**src/rtl/lamp_pkg.sv**
```systemverilog
package lamp_pkg;

    localparam int NUM_COL = 3;

    typedef enum logic [1:0] {
        COL_RED   = 2'd0,
        COL_GREEN = 2'd1,
        COL_BLUE  = 2'd2
    } color_e;

    function automatic color_e color_after(input color_e cur);
        case (cur)
            COL_RED:   return COL_GREEN;
            COL_GREEN: return COL_BLUE;
            default:   return COL_RED;
        endcase
    endfunction

endpackage

```
**src/rtl/lpc_pixel_counter.sv**
```systemverilog
module lpc_pixel_counter #(
    parameter int PIX_W = 12
) (
    input  logic             clk,
    input  logic             rst_n,
    input  logic             standby,
    input  logic [PIX_W-1:0] line_end,
    output logic [PIX_W-1:0] cnt_q_o,
    output logic [PIX_W-1:0] cnt_d_o,
    output logic             run_q_o,
    output logic             run_d_o,
    output logic             wrap_o
);

    typedef struct packed {
        logic             run;
        logic [PIX_W-1:0] cnt;
    } cnt_state_t;

    cnt_state_t st_d, st_q;
    logic       wrap;

    always_comb begin
        st_d     = st_q;
        st_d.run = !standby;
        wrap     = st_q.run && (st_q.cnt >= line_end);
        if (!st_d.run || !st_q.run || wrap) begin
            st_d.cnt = '0;
        end else begin
            st_d.cnt = st_q.cnt + 1'b1;
        end
    end

    always_ff @(posedge clk or negedge rst_n) begin
        if (!rst_n) begin
            st_q <= '0;
        end else begin
            st_q <= st_d;
        end
    end

    assign cnt_q_o = st_q.cnt;
    assign cnt_d_o = st_d.cnt;
    assign run_q_o = st_q.run;
    assign run_d_o = st_d.run;
    assign wrap_o  = wrap;

    // a count at or past the line end is followed by pixel 0
    a_r1_wrap_to_zero: assert property (@(posedge clk) disable iff (!rst_n)
        (st_q.run && st_q.cnt >= line_end) |=> (st_q.cnt == '0));

    // inside a running line the count steps by one
    a_r1_step: assert property (@(posedge clk) disable iff (!rst_n)
        (st_q.run && !standby && st_q.cnt < line_end) |=> (st_q.cnt == $past(st_q.cnt) + 1'b1));

    // standby holds the count at zero
    a_r9_count_held: assert property (@(posedge clk) disable iff (!rst_n)
        standby |=> (st_q.cnt == '0 && !st_q.run));

endmodule

```
**src/rtl/lpc_color_seq.sv**
```systemverilog
module lpc_color_seq
    import lamp_pkg::*;
(
    input  logic   clk,
    input  logic   rst_n,
    input  logic   run_d,
    input  logic   wrap,
    input  logic   mode_all,
    output color_e col_q_o,
    output color_e col_d_o
);

    typedef struct packed {
        color_e col;
    } col_state_t;

    col_state_t st_d, st_q;

    always_comb begin
        st_d = st_q;
        if (!run_d || mode_all) begin
            st_d.col = COL_RED;
        end else if (wrap) begin
            st_d.col = color_after(st_q.col);
        end
    end

    always_ff @(posedge clk or negedge rst_n) begin
        if (!rst_n) begin
            st_q <= '{col: COL_RED};
        end else begin
            st_q <= st_d;
        end
    end

    assign col_q_o = st_q.col;
    assign col_d_o = st_d.col;

    // the colour index never leaves the three legal codes
    a_r2_legal: assert property (@(posedge clk) disable iff (!rst_n)
        st_q.col != color_e'(2'd3));

    // without a wrap the colour is kept
    a_r2_hold: assert property (@(posedge clk) disable iff (!rst_n)
        (run_d && !mode_all && !wrap) |=> $stable(st_q.col));

    // all-colours mode pins the index to red
    a_r7_index_zero: assert property (@(posedge clk) disable iff (!rst_n)
        mode_all |=> (st_q.col == COL_RED));

endmodule

```
**src/rtl/lpc_lamp_chan.sv**
```systemverilog
module lpc_lamp_chan #(
    parameter int PIX_W = 12
) (
    input  logic             clk,
    input  logic             rst_n,
    input  logic             active_nxt,
    input  logic [PIX_W-1:0] cnt_nxt,
    input  logic [PIX_W-1:0] on_at,
    input  logic [PIX_W-1:0] off_at,
    output logic             lamp_o
);

    typedef struct packed {
        logic lit;
    } chan_state_t;

    chan_state_t st_d, st_q;

    always_comb begin
        st_d = st_q;
        if (!active_nxt) begin
            st_d.lit = 1'b0;
        end else if (cnt_nxt == on_at) begin
            st_d.lit = 1'b1;
        end else if (cnt_nxt == off_at) begin
            st_d.lit = 1'b0;
        end
    end

    always_ff @(posedge clk or negedge rst_n) begin
        if (!rst_n) begin
            st_q <= '0;
        end else begin
            st_q <= st_d;
        end
    end

    assign lamp_o = st_q.lit;

    // reaching the turn-on pixel lights the lamp
    a_r3_turn_on: assert property (@(posedge clk) disable iff (!rst_n)
        (active_nxt && cnt_nxt == on_at) |=> lamp_o);

    // reaching the turn-off pixel (without a turn-on match) darkens it
    a_r3_turn_off: assert property (@(posedge clk) disable iff (!rst_n)
        (active_nxt && cnt_nxt == off_at && cnt_nxt != on_at) |=> !lamp_o);

    // away from both points the lamp keeps its level
    a_r3_hold: assert property (@(posedge clk) disable iff (!rst_n)
        (active_nxt && cnt_nxt != off_at && cnt_nxt != on_at) |=> $stable(lamp_o));

endmodule

```
**src/rtl/lamp_pulse_ctrl.sv**
```systemverilog
module lamp_pulse_ctrl
    import lamp_pkg::*;
#(
    parameter int PIX_W = 12
) (
    input  logic                            clk,
    input  logic                            rst_n,
    input  logic                            standby,
    input  logic                            mode_all,
    input  logic [PIX_W-1:0]                line_end,
    input  logic [NUM_COL-1:0][PIX_W-1:0]   on_pos,
    input  logic [NUM_COL-1:0][PIX_W-1:0]   off_pos,
    output logic [NUM_COL-1:0]              lamp,
    output logic                            line_start,
    output logic                            scan_sync,
    output logic [1:0]                      color_idx
);

    logic [PIX_W-1:0] cnt_q, cnt_d;
    logic             run_q, run_d, wrap;
    color_e           col_q, col_d;

    lpc_pixel_counter #(.PIX_W(PIX_W)) u_cnt (
        .clk      (clk),
        .rst_n    (rst_n),
        .standby  (standby),
        .line_end (line_end),
        .cnt_q_o  (cnt_q),
        .cnt_d_o  (cnt_d),
        .run_q_o  (run_q),
        .run_d_o  (run_d),
        .wrap_o   (wrap)
    );

    lpc_color_seq u_seq (
        .clk      (clk),
        .rst_n    (rst_n),
        .run_d    (run_d),
        .wrap     (wrap),
        .mode_all (mode_all),
        .col_q_o  (col_q),
        .col_d_o  (col_d)
    );

    for (genvar c = 0; c < NUM_COL; c++) begin : g_chan
        logic act_nxt;
        assign act_nxt = run_d && (mode_all || (col_d == color_e'(c)));
        lpc_lamp_chan #(.PIX_W(PIX_W)) u_chan (
            .clk        (clk),
            .rst_n      (rst_n),
            .active_nxt (act_nxt),
            .cnt_nxt    (cnt_d),
            .on_at      (on_pos[c]),
            .off_at     (off_pos[c]),
            .lamp_o     (lamp[c])
        );
    end

    assign line_start = run_q && (cnt_q == '0);
    assign scan_sync  = line_start && (col_q == COL_RED);
    assign color_idx  = col_q;

    // sequential mode lights at most one colour
    a_r6_single_colour: assert property (@(posedge clk) disable iff (!rst_n)
        !mode_all |=> $onehot0(lamp));

    // a scan may only start on a line start of a red line
    a_r8_sync_on_red: assert property (@(posedge clk) disable iff (!rst_n)
        scan_sync |-> (line_start && color_idx == 2'd0));

    // standby darkens everything one edge later
    a_r9_dark: assert property (@(posedge clk) disable iff (!rst_n)
        standby |=> (lamp == '0 && !line_start && !scan_sync && color_idx == 2'd0));

    // a turn-on point past the line end is never reached
    a_r4_never_on: assert property (@(posedge clk) disable iff (!rst_n)
        (on_pos[0] > line_end && $stable(on_pos[0]) && $past(on_pos[0] > line_end) && !$past(lamp[0]))
            |-> !lamp[0]);

endmodule

```
**config.mk**
```make
export PLATFORM = sky130hd
export DESIGN_NAME = lamp_pulse_ctrl
export DESIGN_NICKNAME = d
export VERILOG_FILES = /design/src/rtl/lamp_pkg.sv /design/src/rtl/lpc_pixel_counter.sv /design/src/rtl/lpc_color_seq.sv /design/src/rtl/lpc_lamp_chan.sv /design/src/rtl/lamp_pulse_ctrl.sv
export SDC_FILE = /design/constraint.sdc
export NUM_CORES = 1
export LEC_CHECK = 0
export BUFFER_PORTS_ARGS = -buffer_cell sky130_fd_sc_hd__buf_2
export CORE_ASPECT_RATIO = 1.5
export CORE_MARGIN = 2
export CORE_UTILIZATION = 52
export DETAILED_ROUTE_END_ITERATION = 10
export PLACE_DENSITY = 0.95
export SETUP_SLACK_MARGIN = 0.4
export SKIP_LAST_GASP = 1
export SYNTH_ARGS = -nofsm -noshare
export SYNTH_HDL_FRONTEND = slang
export SYNTH_HIERARCHICAL = 1
export SYNTH_SLANG_ARGS = --single-unit
```
**constraint.sdc**
```tcl
create_clock -name clk -period 4.5 [get_ports clk]
set_input_delay 0.225 -clock clk [delete_from_list [all_inputs] [get_ports clk]]
set_output_delay 0.225 -clock clk [all_outputs]
set_load 0.05 [all_outputs]
```
==> impl_metrics.py, run 1 <==
metrics = {
    "critical_path": {
        "reg2regPathDepth": 9,
        "cpPeakStageDelay_ns": 0.73,
        "r2r_start": "u_cnt/cnt_q_o[9]$_DFF_PN0_",
        "crit_chain": "ha_1, and4_4, nor3b_2, a211o_1, nor3_2, xor2_1, nor4_2, nand4_1, o22ai_1",
        "crit_end": "g_chan[1].u_chan/lamp_o$_DFFE_PN0P_",
        "cp.depth": 9,
        "arrival_ns": 3.51,
        "cp_slowest_cell": "nor3_2",
        "cp_num_buf_inv": 0,
        "worstSetupPathType": "register to register",
        "end_kind": "register",
        "r2r_end": "g_chan[1].u_chan/lamp_o$_DFFE_PN0P_",
        "path_max_fanout": 12,
        "setup.worst_path.start_class": "register",
        "critical_path.startpoint": "u_cnt/cnt_q_o[9]$_DFF_PN0_",
        "reg2reg_slack_ns": 1.17,
        "crit_required_ns": 4.67,
        "critical-path-top-delay-family": "simple AND/OR/NAND/NOR gates",
    },
    "detailed_routing": {
        "drt_iter0_markers": 65,
        "wirelength_um": 5588,
        "route.vias.total": 2056,
        "drc": 0,
        "viasPerCell": 5.512,
        "drt_pass1_iterations": 4,
        "postRouteAntennaNets": 0,
        "drt-wirelength-per-cell_um": 14.98,
    },
    "timing": {
        "setup_violations": 0,
        "fin_hold_ws_ns": 0.2132,
        "tightestPinTransition_ns": 0.7905,
        "clock.fmax_mhz": 299.9,
        "setup_tns_ns": 0,
        "hold_viol": 0,
        "report.final.slew_viol_count": 0,
        "min_period_ns": 3.334,
        "fin_skew_ns": 0.003665,
        "relSlewSlack_pct": 47.01,
        "period_share_pct": 74.10,
        "rsz0062_at_grt": "no",
    },
    "clocking": {
        "cts_buffer_depth": 2,
        "cts_resized": 0,
        "ctsHtreeMaxLevel": 1,
        "clock_sinks": 18,
        "clk_latency_ns": 0.25,
        "clk_pin_slew_ns": 0.07,
        "clockRootBuffer": "clkbuf_8",
        "cts_tree": "done",
        "cts.hold.buffers_added": 1,
        "cts-buffers-inserted": 3,
        "postCtsSetupBuffers": 0,
    },
    "layout": {
        "diodes": 0,
        "fin_nets": 430,
        "drive_gt1_share_pct": 37.50,
        "fin_util_pct": 68.76,
        "area_delta_synth_final_pct": 28.66,
        "instances_no_fill": 373,
        "final_cell_mix": "94 x buf_2, 57 x xnor2_1, 25 x xor2_1",
        "layout_commonest_cell": "buf_2",
    },
    "min_path": {
        "hp-class": "input port to register",
    },
    "global_routing": {
        "grt-ovfl-total": 0,
        "grt_max_degree": 19,
        "grt_pass1_wl_um": 9045,
        "grt_pass1_vias": 2057,
        "grt.total_usage_pct": 25.39,
        "antenna_found_initial": 0,
    },
    "floorplan": {
        "core_area_mm2": 0.003889,
        "die_h_um": 81.43,
        "ios": 95,
        "rows": 28,
        "die-area_mm2": 0.004528,
        "start_util_pct": 53.44,
        "dieWidth_um": 55.62,
    },
    "synthesis": {
        "synth-seq-cells": 18,
        "syn_nets": 329,
        "synth.distinct_cells": 36,
        "synth-warning-count": 6,
        "ys_seq_area_share_pct": 21.67,
        "syn_avg_cell_area_um2": 9.115,
        "syn_inst": 228,
        "synth_area_mm2": 0.002078,
    },
    "placement": {
        "place.gp.congestion": 0.8780,
        "placed_cells": 368,
        "hpwl_um": 4610,
        "port_buffers": 94,
    },
    "pwr": {
        "fin_total_pwr_uw": 410.9,
        "p_leak_uw": 0.001249,
        "powerDensity_mw_per_mm2": 153.7,
        "peakVddDrop_mv": 0.2137,
    },
    "status": {
        "status": "finished clean",
    },
    "run": {
        "drv_cap": 0,
    },
}
-- cell families after synthesis --
family,share of synthesized area [%]
adder cells (fa/ha/maj),7.827
flip-flops,21.67
AND/OR/NAND/NOR,26.13
AO/OA/AOI/OAI,5.841
XOR/XNOR,34.56
buffers and inverters,3.974
-- per-stage QoR --
step | setup slack, ns | area (um2)
3_5_place_dp | 1.237 | 2609
6_report | 1.166 | 2674
4_1_cts | 1.218 | 2674
5_1_grt | 1.034 | 2674
3_3_place_gp | 1.388 | 2609
2_1_floorplan | 1.735 | 2078
-- per-layer routing --
| layer | vias to the layer above | wire, um | part of all wire [%] | global-route usage [%] |
|---|---|---|---|---|
| met3 | 10 | 270 | 4.8 | 2.205 |
| met2 | 81 | 3102 | 56 | 50.48 |
| met5 | - | 0 | 0 | 0 |
| met1 | 969 | 2072 | 37 | 27.26 |
| met4 | 0 | 142 | 2.5 | 10.49 |
| li1 | 996 | - | - | - |
-- worst reg2reg max path, stage by stage, from the launching register on --
cell	delay, ns
dfrtp_1	0.45
ha_1	0.32
and4_4	0.20
nor3b_2	0.16
a211o_1	0.51
nor3_2	0.73
xor2_1	0.19
nor4_2	0.31
nand4_1	0.19
o22ai_1	0.20
-- registers in the layout, summed over array words and instances (netlist names) --
name and count:
g_chan.u_chan/lamp_o 3, u_cnt/cnt_q_o 12, u_seq/col_q_o 2, u_cnt/run_q_o 1
-- power by group --
group	switching, uW	internal, uW	leakage (uW)
Sequential	1.75	163	0.000248
Combinational	54.8	60.6	0.000972
Clock	52.9	77.7	0.0000288
Total	109	301	0.00125
-- area by class of cell --
class,instances,area [um2]
multi-input cells,191,1545
fillers,312,1215
repair buffers,98,503.0
flip-flops and latches,18,450.4
inverters,17,63.81
well taps,45,56.30
clock buffers,4,55.05
-- worst min path at each step --
stage / from / end / slack (ns) / depth (start not counted)
after global routing: standby / u_cnt/run_q_o$_DFF_PN0_ / 0.21 / 2
after CTS: standby / u_cnt/run_q_o$_DFF_PN0_ / 0.21 / 2
after global placement: rst_n / u_cnt/cnt_q_o[5]$_DFF_PN0_ / 0.16 / 1
after detailed placement: rst_n / u_cnt/cnt_q_o[5]$_DFF_PN0_ / 0.17 / 1
after floorplan: rst_n / g_chan[0].u_chan/lamp_o$_DFFE_PN0P_ / -0.07 / 0
final: standby / u_cnt/run_q_o$_DFF_PN0_ / 0.21 / 2
-- synth_stat cells (all sizes together) --
library cell | n | area (um2)
a211o | 1 | 8.760
a21o | 2 | 16.27
a21oi | 5 | 28.78
and2 | 1 | 7.510
and4 | 1 | 11.26
buf | 2 | 18.77
dfrtp | 18 | 450.4
ha | 13 | 162.7
inv | 17 | 63.81
nand2 | 7 | 26.28
nand2b | 3 | 18.77
nand3 | 6 | 30.03
nand3b | 1 | 7.510
nand4 | 16 | 100.1
nor2 | 6 | 22.52
nor2b | 2 | 12.51
nor3 | 18 | 140.1
nor3b | 2 | 20.02
nor4 | 9 | 87.58
nor4b | 1 | 15.01
o21a | 4 | 30.03
o21ai | 2 | 10.01
o221ai | 1 | 8.760
o22ai | 3 | 18.77
or3 | 1 | 6.260
or3b | 1 | 8.760
or4 | 2 | 15.01
or4b | 1 | 13.76
xnor2 | 57 | 499.2
xor2 | 25 | 219.0
No activity file was read; power rests on OpenSTA's default activity.
==> inputs of run 2 (changes only) <==
--- a/config.mk
+++ b/config.mk
@@ -5,12 +5,13 @@
 export SDC_FILE = /design/constraint.sdc
 export NUM_CORES = 1
 export LEC_CHECK = 0
+export ABC_AREA = 1
 export BUFFER_PORTS_ARGS = -buffer_cell sky130_fd_sc_hd__buf_2
 export CORE_ASPECT_RATIO = 1.5
 export CORE_MARGIN = 2
-export CORE_UTILIZATION = 52
+export CORE_UTILIZATION = 45
 export DETAILED_ROUTE_END_ITERATION = 10
-export PLACE_DENSITY = 0.95
+export PLACE_DENSITY = 0.9
 export SETUP_SLACK_MARGIN = 0.4
 export SKIP_LAST_GASP = 1
 export SYNTH_ARGS = -nofsm -noshare
==> constraint.sdc (replaced) <==
create_clock -name clk -period 2.9 [get_ports clk]
set_input_delay 0.145 -clock clk [delete_from_list [all_inputs] [get_ports clk]]
set_output_delay 0.145 -clock clk [all_outputs]
set_load 0.05 [all_outputs]
==> impl_metrics.py, run 2 <==
metrics = {
    "status": {
        "status": "finished clean",
    },
    "layout": {
        "ff_latch_area_um2": 454.2,
        "multiInputGateArea_mm2": 0.001778,
        "area_delta_synth_final_pct": 41.23,
        "largest_reg_flops": 12,
        "fillers": 459,
        "final_cell_mix": "133 x nand2_1, 96 x buf_2, 82 x inv_1",
        "fin_nets": 614,
        "layout_commonest_cell": "nand2_1",
        "drive_gt1_share_pct": 33.20,
        "fin_area_mm2": 0.003343,
        "diodes": 0,
    },
    "synthesis": {
        "synth-warning-count": 6,
        "synthDominantCellAreaShare_pct": 21.56,
        "synth_area_mm2": 0.002367,
        "syn_inst": 391,
        "syn_avg_cell_area_um2": 6.054,
        "yosys.area.top_type": "nand2_1",
        "synthArstFlopShare_pct": 100.0,
        "yosys-top-cells-count": "136 x nand2_1, 82 x inv_1, 52 x xnor2_1, 37 x nor2_1, 18 x dfrtp_1",
        "synth_most_common_cell": "nand2_1",
        "syn_nets": 492,
        "synthFlopType": "dfrtp_1",
        "synth-seq-cells": 18,
        "ys_seq_area_share_pct": 19.03,
        "synthTopCellsByArea": "nand2_1 22%, xnor2_1 19%, dfrtp_1 19%, inv_1 13%, ha_1 6.9%",
        "synth_edf_count": 0,
        "synth.distinct_cells": 20,
    },
    "timing": {
        "setup_tns_ns": 0,
        "period_share_pct": 86.46,
        "report.final.slew_viol_count": 0,
        "clock.fmax_mhz": 398.9,
        "rsz0062_at_grt": "yes",
        "fin_skew_ns": 0.001961,
        "tightestPinTransition_ns": 0.4193,
        "hold_viol": 0,
        "setup_violations": 0,
        "min_period_ns": 2.507,
        "relSlewSlack_pct": 71.94,
    },
    "critical_path": {
        "crit_required_ns": 3.08,
        "end_kind": "register",
        "path_max_fanout": 6,
        "cp_slowest_cell": "dfrtp_1",
        "cpPeakStageDelay_ns": 0.43,
        "crit_chain": "ha_1, a21oi_1, nor2_2, nor2_4, nand3_4, nor2_4, buf_2, inv_1, nand2_1, nand2_1, nand2_1, nor2_2, nand3_1, nand2_1, a21oi_2",
        "arrival_ns": 2.69,
        "setup.worst_path.start_class": "register",
        "cp_num_buf_inv": 2,
        "critical-path-top-delay-family": "simple AND/OR/NAND/NOR gates",
        "worstSetupPathType": "register to register",
        "cpMostUsedCell": "nand2_1",
    },
    "detailed_routing": {
        "drt_iter0_markers": 89,
        "drt_pass1_iterations": 5,
        "viasPerCell": 4.995,
        "drt-wirelength-per-cell_um": 13.09,
        "postRouteAntennaNets": 0,
        "route.vias.total": 2897,
        "wirelength_um": 7595,
        "drc": 0,
    },
    "clocking": {
        "cts_tree": "done",
        "cts-buffers-inserted": 3,
        "clock_sinks": 18,
        "clockRootBuffer": "clkbuf_8",
        "ctsHtreeMaxLevel": 1,
        "cts_buffer_depth": 2,
        "clk_latency_ns": 0.25,
        "clk_pin_slew_ns": 0.07,
    },
    "pwr": {
        "powerDensity_mw_per_mm2": 206.3,
        "fin_total_pwr_uw": 689.6,
        "peakVddDrop_mv": 0.1299,
        "p_leak_uw": 0.001757,
    },
    "run": {
        "drv_cap": 0,
    },
    "global_routing": {
        "grt.total_usage_pct": 23.02,
        "grt_pass1_vias": 2704,
        "grt_pass1_wl_um": 10850,
        "grt_max_degree": 19,
        "antenna_found_initial": 0,
        "grt-ovfl-total": 0,
    },
    "floorplan": {
        "ios": 95,
        "die-area_mm2": 0.005869,
        "rows": 32,
        "core_area_mm2": 0.005125,
        "die_h_um": 92.83,
        "dieWidth_um": 63.22,
        "start_util_pct": 46.19,
    },
    "placement": {
        "place.gp.congestion": 0.8546,
        "hpwl_um": 5442,
        "port_buffers": 94,
        "postPlaceCellArea_mm2": 0.002994,
    },
    "min_path": {
        "hp-class": "input port to register",
    },
}
==> run 2: cell type report <==
cell class / instances / area share [%]
repair buffers: 117 / 19.84
clock buffers: 4 / 1.647
inverters: 82 / 9.207
well taps: 68 / 2.545
multi-input cells: 291 / 53.18
flip-flops and latches: 18 / 13.59
==> run 2: path summary, 6_finish.rpt <==
check / startpoint / endpoint / slack (ns) / cells past startpoint
worst min register to register: g_chan[0].u_chan/lamp_o$_DFFE_PN0P_ / g_chan[0].u_chan/lamp_o$_DFFE_PN0P_ / 0.60 / 2
worst max-delay path: u_cnt/cnt_q_o[5]$_DFF_PN0_ / g_chan[0].u_chan/lamp_o$_DFFE_PN0P_ / 0.39 / 15
worst max register to register: u_cnt/cnt_q_o[5]$_DFF_PN0_ / g_chan[0].u_chan/lamp_o$_DFFE_PN0P_ / 0.39 / 15
max in group asynchronous: rst_n / u_cnt/cnt_q_o[9]$_DFF_PN0_ / 2.23 / 2
min in group asynchronous: rst_n / u_cnt/cnt_q_o[3]$_DFF_PN0_ / 0.35 / 2
worst min-delay path: standby / u_cnt/run_q_o$_DFF_PN0_ / 0.14 / 2
==> run 2: repair_timing <==
item	in CTS	in global routing
pin swaps	0	16
endpoints found under the hold margin	18	0
setup endpoints to repair	3	3
resized for setup	2	47
gates cloned	0	4
hold buffers	1	0
buffers inserted	0	8
==> run 2: power breakdown <==
group	leakage (uW)	internal, uW	switching (uW)	total [uW]
clock network	0.0000288	121	85.2	206
registers	0.000243	253	2.56	256
logic	0.00149	106	122	228
total	0.00176	480	210	690
==> run 2: per-stage QoR <==
| stage | worst slack [ns] | instances | utilization [%] | hold slack (ns) |
|---|---|---|---|---|
| 2_1_floorplan | 0.6068 | 391 | - | -0.1506 |
| 3_3_place_gp | 0.4054 | 563 | 58.42 | 0.09524 |
| 3_5_place_dp | 0.3461 | 563 | 58.42 | 0.09759 |
| 4_1_cts | 0.4118 | 568 | 59.94 | 0.1303 |
| 5_1_grt | 0.2962 | 580 | 65.23 | 0.1218 |
| 6_report | 0.3928 | 580 | 65.23 | 0.1397 |
==> run 2: cell families after synthesis <==
family | count (synthesis) | synth area share [%]
AOI/OAI and AO/OA | 15 | 3.964
adders and majority gates | 13 | 6.871
DFF | 18 | 19.03
and+or+nand+nor | 204 | 35.20
buffers and inverters | 83 | 13.48
xor gates and xnor gates | 58 | 21.46
==> run 2: per-layer routing <==
layer  track usage [%]  up-vias  wire [um]
met3             2.673       37        397
met5                 0        -          0
met1             20.45     1329       2527
met4             15.76        0        421
li1                  -     1388          -
met2             46.54      143       4249
